`src/rtl/dfe_pkg.sv`:
```
package dfe_pkg;
  typedef enum logic {
    DEC_MINUS = 1'b0,
    DEC_PLUS  = 1'b1
  } dec_e;

  function automatic int log2c(input int v);
    int r;
    r = 0;
    while ((1 << r) < v) r++;
    return r;
  endfunction
endpackage

```
`src/rtl/dfe_history.sv`:
```
module dfe_history #(
  parameter int NTAPS = 4
) (
  input  logic             clk,
  input  logic             rst,
  input  logic             adv,
  input  logic             new_dec,
  output logic [NTAPS-1:0] hist
);
  // stage 0 is the tap-one decision register; higher stages retime it
  genvar k;
  generate
    for (k = 0; k < NTAPS; k++) begin : g_stage
      if (k == 0) begin : g_first
        always_ff @(posedge clk) begin
          if (rst)      hist[0] <= dfe_pkg::DEC_MINUS;
          else if (adv) hist[0] <= new_dec;
        end
      end else begin : g_rest
        always_ff @(posedge clk) begin
          if (rst)      hist[k] <= dfe_pkg::DEC_MINUS;
          else if (adv) hist[k] <= hist[k-1];
        end
      end
    end
  endgenerate

  assert_reset_hist_R8: assert property (@(posedge clk) rst |=> hist == '0);
  assert_hold_hist_R7: assert property (@(posedge clk) disable iff (rst)
    !adv |=> $stable(hist));
  assert_tap1_R3: assert property (@(posedge clk) disable iff (rst)
    adv |=> hist[0] == $past(new_dec));
  generate
    if (NTAPS > 1) begin : g_chk
      assert_shift_R4: assert property (@(posedge clk) disable iff (rst)
        adv |=> hist[NTAPS-1:1] == $past(hist[NTAPS-2:0]));
    end
  endgenerate
endmodule

```
`src/rtl/dfe_tap_sum.sv`:
```
module dfe_tap_sum #(
  parameter int NTAPS    = 4,
  parameter int WEIGHT_W = 6,
  parameter int SHIFT    = 4,
  localparam int SUM_W   = WEIGHT_W + dfe_pkg::log2c(NTAPS) + 1,
  localparam int FB_W    = SUM_W + SHIFT
) (
  input  logic [NTAPS*WEIGHT_W-1:0] weights,
  input  logic [NTAPS-1:0]          hist,
  output logic signed [FB_W-1:0]    fb,
  output logic                      range_bad
);
  localparam logic [SUM_W-1:0] LIMIT = SUM_W'(1) << (WEIGHT_W - 1);

  logic signed [SUM_W-1:0] acc;
  logic        [SUM_W-1:0] mag;

  always_comb begin
    acc = '0;
    mag = '0;
    for (int k = 0; k < NTAPS; k++) begin
      logic signed [SUM_W-1:0] w;
      w = SUM_W'($signed(weights[k*WEIGHT_W +: WEIGHT_W]));
      acc = acc + (hist[k] ? w : -w);
      mag = mag + ((w < 0) ? $unsigned(-w) : $unsigned(w));
    end
    fb = FB_W'(acc) <<< SHIFT;
    range_bad = (mag == '0) || (mag >= LIMIT);
  end
endmodule

```
`src/rtl/dfe_slicer.sv`:
```
module dfe_slicer #(
  parameter int SAMPLE_W = 10,
  parameter int FB_W     = 14,
  localparam int DIFF_W  = ((SAMPLE_W > FB_W) ? SAMPLE_W : FB_W) + 1,
  localparam int ERR_W   = SAMPLE_W + 1
) (
  input  logic signed [SAMPLE_W-1:0] sample,
  input  logic signed [FB_W-1:0]     fb,
  input  logic        [SAMPLE_W-2:0] ref_amp,
  output logic                       dec,
  output logic signed [ERR_W-1:0]    err
);
  localparam logic signed [DIFF_W-1:0] MAXV = DIFF_W'((1 << (SAMPLE_W - 1)) - 1);
  localparam logic signed [DIFF_W-1:0] MINV = -MAXV - DIFF_W'(1);

  logic signed [DIFF_W-1:0]   diff;
  logic signed [SAMPLE_W-1:0] corr;
  logic signed [ERR_W-1:0]    lvl;

  always_comb begin
    diff = DIFF_W'(sample) - DIFF_W'(fb);
    if (diff > MAXV)      corr = MAXV[SAMPLE_W-1:0];
    else if (diff < MINV) corr = MINV[SAMPLE_W-1:0];
    else                  corr = diff[SAMPLE_W-1:0];
    dec = ~corr[SAMPLE_W-1];
    lvl = $signed({2'b00, ref_amp});
    err = ERR_W'(corr) - (dec ? lvl : -lvl);
  end
endmodule

```
`src/rtl/dfe_loop.sv`:
```
module dfe_loop #(
  parameter int SAMPLE_W = 10,
  parameter int NTAPS    = 4,
  parameter int WEIGHT_W = 6,
  localparam int SHIFT   = SAMPLE_W - WEIGHT_W,
  localparam int FB_W    = WEIGHT_W + dfe_pkg::log2c(NTAPS) + 1 + SHIFT,
  localparam int ERR_W   = SAMPLE_W + 1
) (
  input  logic                      clk,
  input  logic                      rst,
  input  logic                      sample_vld,
  input  logic [SAMPLE_W-1:0]       sample_in,
  input  logic [NTAPS*WEIGHT_W-1:0] tap_weights,
  input  logic [SAMPLE_W-2:0]       ref_amp,
  output logic                      dec_vld,
  output logic                      dec_out,
  output logic [ERR_W-1:0]          err_out,
  output logic                      weight_bad
);
  logic [NTAPS-1:0]        hist;
  logic signed [FB_W-1:0]  fb;
  logic                    range_bad;
  logic                    dec_now;
  logic signed [ERR_W-1:0] err_now;

  dfe_history #(.NTAPS(NTAPS)) u_hist (
    .clk(clk), .rst(rst), .adv(sample_vld), .new_dec(dec_now), .hist(hist)
  );

  dfe_tap_sum #(.NTAPS(NTAPS), .WEIGHT_W(WEIGHT_W), .SHIFT(SHIFT)) u_sum (
    .weights(tap_weights), .hist(hist), .fb(fb), .range_bad(range_bad)
  );

  dfe_slicer #(.SAMPLE_W(SAMPLE_W), .FB_W(FB_W)) u_slice (
    .sample($signed(sample_in)), .fb(fb), .ref_amp(ref_amp),
    .dec(dec_now), .err(err_now)
  );

  always_ff @(posedge clk) begin
    if (rst) begin
      dec_vld    <= 1'b0;
      dec_out    <= 1'b0;
      err_out    <= '0;
      weight_bad <= 1'b0;
    end else begin
      dec_vld    <= sample_vld;
      weight_bad <= range_bad;
      if (sample_vld) begin
        dec_out <= dec_now;
        err_out <= err_now;
      end
    end
  end

  assert_vld_R3: assert property (@(posedge clk) disable iff (rst)
    dec_vld == $past(sample_vld));
  assert_hold_R7: assert property (@(posedge clk) disable iff (rst)
    !sample_vld |=> $stable(dec_out) && $stable(err_out));
  assert_zero_weights_R6: assert property (@(posedge clk) disable iff (rst)
    (tap_weights == '0) |=> weight_bad);
  assert_out_matches_hist_R2: assert property (@(posedge clk) disable iff (rst)
    dec_vld |-> dec_out == hist[0]);
  assert_err_bound_R9: assert property (@(posedge clk) disable iff (rst)
    (dec_vld && dec_out) |-> $signed(err_out) >= -$signed({2'b00, $past(ref_amp)}));
endmodule

```
`config.mk`:
```
export PLATFORM = sky130hd
export DESIGN_NAME = dfe_loop
export DESIGN_NICKNAME = d
export VERILOG_FILES = /design/src/rtl/dfe_pkg.sv /design/src/rtl/dfe_history.sv /design/src/rtl/dfe_tap_sum.sv /design/src/rtl/dfe_slicer.sv /design/src/rtl/dfe_loop.sv
export SDC_FILE = /design/constraint.sdc
export NUM_CORES = 1
export LEC_CHECK = 0
export ABC_CLOCK_PERIOD_IN_PS = 12200
export CAP_MARGIN = 25
export CORE_MARGIN = 5
export CORE_UTILIZATION = 60
export CTS_BUF_LIST = sky130_fd_sc_hd__clkbuf_4 sky130_fd_sc_hd__clkbuf_8
export DETAILED_ROUTE_END_ITERATION = 7
export GPL_TIMING_DRIVEN = 1
export HOLD_SLACK_MARGIN = 0.05
export PLACE_DENSITY = 0.86
export SLEW_MARGIN = 20
export SYNTH_ARGS = -nofsm -noshare
export SYNTH_HDL_FRONTEND = slang
export SYNTH_SLANG_ARGS = --single-unit
```
`constraint.sdc`:
```
create_clock -name clk -period 12.2 [get_ports clk]
set_input_delay 2.44 -clock clk [delete_from_list [all_inputs] [get_ports clk]]
set_output_delay 2.44 -clock clk [all_outputs]
set_load 0.05 [all_outputs]
```
==> results.json, run 1 <==
{
  "cts_setup_buffers": 0,
  "worstRegToRegCells": 27,
  "finalSetupViolCount": 0,
  "yosysTopAreaCell": "sky130_fd_sc_hd__ha_1",
  "synthesis.yosys.warnings": 0,
  "chipWidth_um": 94.0,
  "slew_viol_final": 0,
  "detailed_place_hpwl_um": 8680,
  "cell_area_reported_after_detailed_placement_um2": 4870,
  "layout-area-overhead-vs-synth_pct": 16.0,
  "netlist_top_cells_count": "79 x sky130_fd_sc_hd__inv_1, 54 x sky130_fd_sc_hd__ha_1, 45 x sky130_fd_sc_hd__nor2_1",
  "worst_hold_path.endpoint": "err_out[1]",
  "avgRoutedWirePerCell_um": 15.3,
  "die-area_um2": 8840,
  "required_ps": 12350,
  "grt_remaining_overflow": 0,
  "worst-setup-path-type": "in2reg",
  "tightestPinTransition_ps": 954,
  "synthDominantCellAreaShare_pct": 15.9,
  "clock.fmax_mhz": 103,
  "final_util_pct": 71.9,
  "relSlewSlack_pct": 36.2,
  "cts_tree": "built",
  "clk_root_buffer_cell": "sky130_fd_sc_hd__clkbuf_8",
  "first_pass_detailed_route_iteration_total": 5,
  "holdBufCountCts": 0,
  "cpMostUsedCell": "sky130_fd_sc_hd__ha_1",
  "die_height_um": 94.0,
  "vias_per_instance": 5.81,
  "tritoncts_sink_count": 17,
  "wl_met2_um": 5100,
  "finalHoldViolations": 0,
  "postSynthAreaPerCell_um2": 8.00,
  "slowest_stage": "sky130_fd_sc_hd__fa_1",
  "nNetsFinal": 708,
  "cell_area_after_technology_mapping_um2": 4240,
  "design.core.area_um2": 6830,
  "h-tree-depth": 1,
  "drtIter0Drc": 188,
  "grt.total_usage_pct": 23.2,
  "grt_pass1_vias": 3759,
  "kind_of_capture_point_of_the_worst_setup_path": "flop",
  "sum_of_met3_wire_segment_lengths_after_detailed_routing_um": 506,
  "finalClockSkew_ps": 7.35,
  "cp_slowest_stage_delay_ps": 590,
  "worst_r2r_endpoint": "err_out[10]",
  "setup_slack_of_the_most_critical_reg_to_reg_path_ps": 4950,
  "asyncSetResetFlopFracSynth_pct": 0,
  "drv.max_cap_violation_count": 0,
  "synth_edf_count": 0,
  "route.antenna.remaining_nets": 0,
  "drcViolationCount": 0,
  "worst_setup_path_start_kind": "primary input",
  "synth-seq-cells": 17,
  "floorplan.io_pins": 60,
  "largest_fanout_of_any_net_on_the_critical_path": 16,
  "grt_max_degree": 26,
  "rows": 30,
  "syn_nets": 663,
  "initial_core_util_pct": 62.0,
  "final_period_minus_worst_setup_slack_ps": 9680,
  "synth_cells": 530,
  "worst_hold_startpoint": "err_out[1]",
  "period_share_pct": 79.4,
  "route.vias.total": 3895,
  "synth_top_flop_cell": "sky130_fd_sc_hd__dfxtp_1",
  "regToRegStartpoint": "u_hist.hist[3]",
  "top_metal_layer_carrying_routed_signals": "met4",
  "yosys-top-cells-area": "sky130_fd_sc_hd__ha_1 16%, sky130_fd_sc_hd__fa_1 16%, sky130_fd_sc_hd__xnor2_1 8.5%",
  "tritoncts.num_buffers": 3,
  "grt_pass1_wl_um": 16900,
  "synth.yosys.seq_area_share_pct": 8.03,
  "clkSlewWorstSetupHoldPaths_ps": 70,
  "clock_latency_ps": 250,
  "worst_hold_class": "reg2reg",
  "worst_endpoint_data_arrival_time_ps": 9840,
  "fill_cells": 533,
  "holdPathStages": 2,
  "clk_path_buf_depth": 2,
  "setup_repair_after_global_routing_missed_its_margin": "false",
  "finalWirelength_um": 10300,
  "grt_antenna_before_repair": 0,
  "postCtsResizedCells": 0,
  "run_status": "complete, no violations",
  "ys_types": 59,
  "final_cell_area_um2": 4910,
  "dominant_cell_by_count_in_the_synthesized_netlist": "sky130_fd_sc_hd__inv_1",
  "fin_setup_tns_ps": 0,
  "io_buffer_count": 59,
  "drive_gt1_share_pct": 3.31,
  "insertedDiodeCount": 0,
  "m1_wire_length_um": 4450,
  "finalWeightedCongestion": 0.831
}
-- critical path: cells and delay by family --
kind	cells	cell delay (ps)
buffers and inverters	4	750
and+or+nand+nor	6	1150
AOI/OAI and AO/OA	12	2840
xor gates and xnor gates	2	230
adders and majority gates	6	2400
-- registers in the layout, summed over array words and instances (netlist names) --
signal,flops
weight_bad,1
u_hist.hist,3
dec_out,1
err_out,11
dec_vld,1
-- placed cells by master, fill, tap and decap left out, drive strengths merged, types with 2 or more instances in the layout --
master	instances
inv	79
clkdlybuf4s50	59
ha	54
nor2	45
xnor2	41
fa	33
o21ai	29
a21oi	22
nand2	21
nor3	18
dfxtp	17
xor2	16
nand2b	15
mux2i	13
nor4	11
nor2b	11
a21o	11
o21a	9
nand3	7
a211oi	6
a31oi	6
or3	5
mux2	4
nand3b	4
clkbuf	4
o41ai	2
o2111ai	2
nand4	2
a211o	2
or3b	2
o211ai	2
o31a	2
and2	2
a2111oi	2
or4	2
-- how the worst max path moves through the flow --
stage / from / end / depth (start not counted)
2_1_floorplan: tap_weights[18] / err_out[10] / 30
3_3_place_gp: tap_weights[18] / err_out[10] / 30
3_5_place_dp: tap_weights[18] / err_out[10] / 30
4_1_cts: tap_weights[18] / err_out[10] / 30
5_1_grt: tap_weights[18] / err_out[10] / 31
6_report: tap_weights[18] / err_out[10] / 30
-- cell families after synthesis --
family          after synthesis  share of synthesized area, %
flops                        17                          8.03
fa+ha+maj                    87                          31.5
compound gates              106                          17.5
buf+inv                      98                          8.95
mux                          17                          4.13
xor+xnor                     57                          11.8
simple gates                148                          18.1
-- through the flow --
| stage | setup WS [ps] | std cells | hold slack, ps |
|---|---|---|---|
| after floorplan | 3600 | 530 | 538 |
| after global placement | 2710 | 666 | 458 |
| after detailed placement | 2320 | 666 | 474 |
| after CTS | 2580 | 670 | 482 |
| final | 2520 | 670 | 479 |
| after global routing | 2120 | 670 | 490 |
-- layer usage --
metal  vias to the layer above  global-route usage, %
li1                       1891                      -
met1                      1858                   29.6
met4                         0                   6.02
met3                        21                   2.48
met5                         -                      0
met2                       125                   41.5
-- final cells by class --
class | count | area, um^2 | share of cell area [%]
clock buffer | 4 | 48.8 | 0.993
inverter | 79 | 297 | 6.03
multi-input combinational | 415 | 3520 | 71.6
sequential | 17 | 340 | 6.92
tap | 96 | 120 | 2.44
timing repair buffer | 59 | 591 | 12.0
Power of run 1 is left out: the tool's default activity adds up to more than one toggle a clock period on the data nets, which glitch-free logic cannot reach.
==> run 2: changes to the inputs <==
- ABC_CLOCK_PERIOD_IN_PS: 12200 -> 10050
- CORE_UTILIZATION: 60 -> 58
- PLACE_DENSITY: 0.86 -> 0.83
- clock period: 12.2 -> 10.05 ns (I/O delays scaled with it)
==> run 2 against run 1 <==
  * Hold slack better by 3.5 ps
  * Setup slack worse by 1600 ps
  * Non-clock buffer count unchanged
  * Utilization down 3.4 points
  * Global-route usage down 0.66 points
  * Final cell count up 0.45%
  * Critical path type unchanged
  * Via count down 3.7%
  * Wire length down 2.4%
  * Largest cell class unchanged
  * Critical path depth up 1
  * Critical endpoint unchanged
==> results.json, run 2 (synthesized netlist as in run 1, its figures left out) <==
{
  "run_status": "complete, no violations",
  "kind_of_capture_point_of_the_worst_setup_path": "flop",
  "required_ps": 10200,
  "worst_hold_startpoint": "err_out[0]",
  "postCtsResizedCells": 0,
  "h-tree-depth": 1,
  "finalWeightedCongestion": 0.843,
  "grt_pass1_vias": 3683,
  "clk_root_buffer_cell": "sky130_fd_sc_hd__clkbuf_8",
  "detailed_place_hpwl_um": 8630,
  "worstRegToRegCells": 28,
  "worst_endpoint_data_arrival_time_ps": 9300,
  "layout_common_cells": "79 x sky130_fd_sc_hd__inv_1, 59 x sky130_fd_sc_hd__clkdlybuf4s50_1, 54 x sky130_fd_sc_hd__ha_1",
  "die-area_um2": 9120,
  "grt_max_degree": 26,
  "layout-area-overhead-vs-synth_pct": 16.1,
  "grt_antenna_before_repair": 0,
  "finalSetupViolCount": 0,
  "floorplan.io_pins": 60,
  "period_share_pct": 91.0,
  "cp_slowest_stage_delay_ps": 590,
  "holdPathStages": 2,
  "vias_per_instance": 5.57,
  "worst-setup-path-type": "in2reg",
  "worst_hold_path.endpoint": "err_out[0]",
  "nNetsFinal": 708,
  "tightestPinTransition_ps": 957,
  "number_of_flip_flops_in_the_largest_register": 11,
  "io_buffer_count": 59,
  "fin_cells": 673,
  "design.core.area_um2": 7180,
  "tritoncts.num_buffers": 3,
  "registers.top_by_ff_count": "err_out",
  "cts_tree": "built",
  "clkSlewWorstSetupHoldPaths_ps": 60,
  "initial_core_util_pct": 59.1,
  "cts_setup_buffers": 0,
  "critical_path_depth": 31,
  "worst_hold_class": "reg2reg",
  "number_of_placed_instances_with_taps_included": 669,
  "first_pass_detailed_route_iteration_total": 4,
  "finalClockSkew_ps": 3.56,
  "postLayoutSetupSlackWorst_ps": 905,
  "drv.max_cap_violation_count": 0,
  "route.vias.total": 3750,
  "detailedPlace.worstSlack_ps": 633,
  "slowest_stage": "sky130_fd_sc_hd__fa_1",
  "cpMostUsedCell": "sky130_fd_sc_hd__ha_1",
  "route.antenna.remaining_nets": 0,
  "fin_setup_tns_ps": 0,
  "drcViolationCount": 0,
  "chipWidth_um": 95.5,
  "worst_setup_path_start_kind": "primary input",
  "worst_r2r_endpoint": "err_out[10]",
  "finalHoldViolations": 0,
  "finalWirelength_um": 10000,
  "setup_repair_after_global_routing_missed_its_margin": "false",
  "relSlewSlack_pct": 36.0,
  "holdBufCountCts": 0,
  "worst_path_buffer_plus_inverter_count": 4,
  "slew_viol_final": 0,
  "rows": 31,
  "clock.fmax_mhz": 109,
  "final_common_cell": "sky130_fd_sc_hd__inv_1",
  "final_period_minus_worst_setup_slack_ps": 9140,
  "clk_path_buf_depth": 2,
  "drtIter0Drc": 110,
  "grt_pass1_wl_um": 16800,
  "cpLargestDelayFamily": "compound AO/OA/AOI/OAI gates",
  "regToRegStartpoint": "u_hist.hist[3]",
  "drive_gt1_share_pct": 3.31,
  "grt_remaining_overflow": 0,
  "clock_latency_ps": 250,
  "setup_slack_of_the_most_critical_reg_to_reg_path_ps": 2840,
  "grt.total_usage_pct": 22.6,
  "avgRoutedWirePerCell_um": 14.9,
  "largest_fanout_of_any_net_on_the_critical_path": 16,
  "die_height_um": 95.5,
  "insertedDiodeCount": 0,
  "tritoncts_sink_count": 17,
  "largest_registers": "err_out (11), u_hist.hist (3)"
}
[run 2: worst max path at each step]
stage | to | startpoint | slack (ps)
after floorplan | err_out[10] | tap_weights[18] | 1880
after global placement | err_out[10] | tap_weights[18] | 980
after detailed placement | err_out[10] | tap_weights[18] | 630
after CTS | err_out[10] | tap_weights[18] | 900
after global routing | err_out[10] | tap_weights[18] | 290
final | err_out[10] | tap_weights[18] | 910
[run 2: stage by stage]
stage                     utilization (%)  hold slack (ps)  area (um^2)
final                                68.5              483         4920
after global routing                 68.5              512         4920
after CTS                            68.5              479         4920
after detailed placement             67.9              471         4870
after global placement               67.9              456         4870
after floorplan                         -              538         4240
[run 2: per-layer routing]
metal  vias up  track usage (%)  wire length (um)
li1       1890                -                 -
met1      1768             30.1              4410
met2        83             41.3              5140
met3         9             1.18               393
met4         0             2.61                64
met5         -                0                 0
[run 2: layout make-up]
| type | instances | area [um^2] |
|---|---|---|
| Multi-Input combinational cell | 415 | 3520 |
| Timing Repair Buffer | 59 | 591 |
| Fill cell | 598 | 2260 |
| Clock buffer | 4 | 48.8 |
| Tap cell | 99 | 124 |
| Inverter | 79 | 297 |
| Sequential cell | 17 | 340 |
[run 2: tightest hold or removal path, cell delays in order (launching register included)]
cell and delay, ps:
sky130_fd_sc_hd__dfxtp_1 310, sky130_fd_sc_hd__nor2_1 80, sky130_fd_sc_hd__a211oi_1 50
Power of run 2 is left out for the same reason.
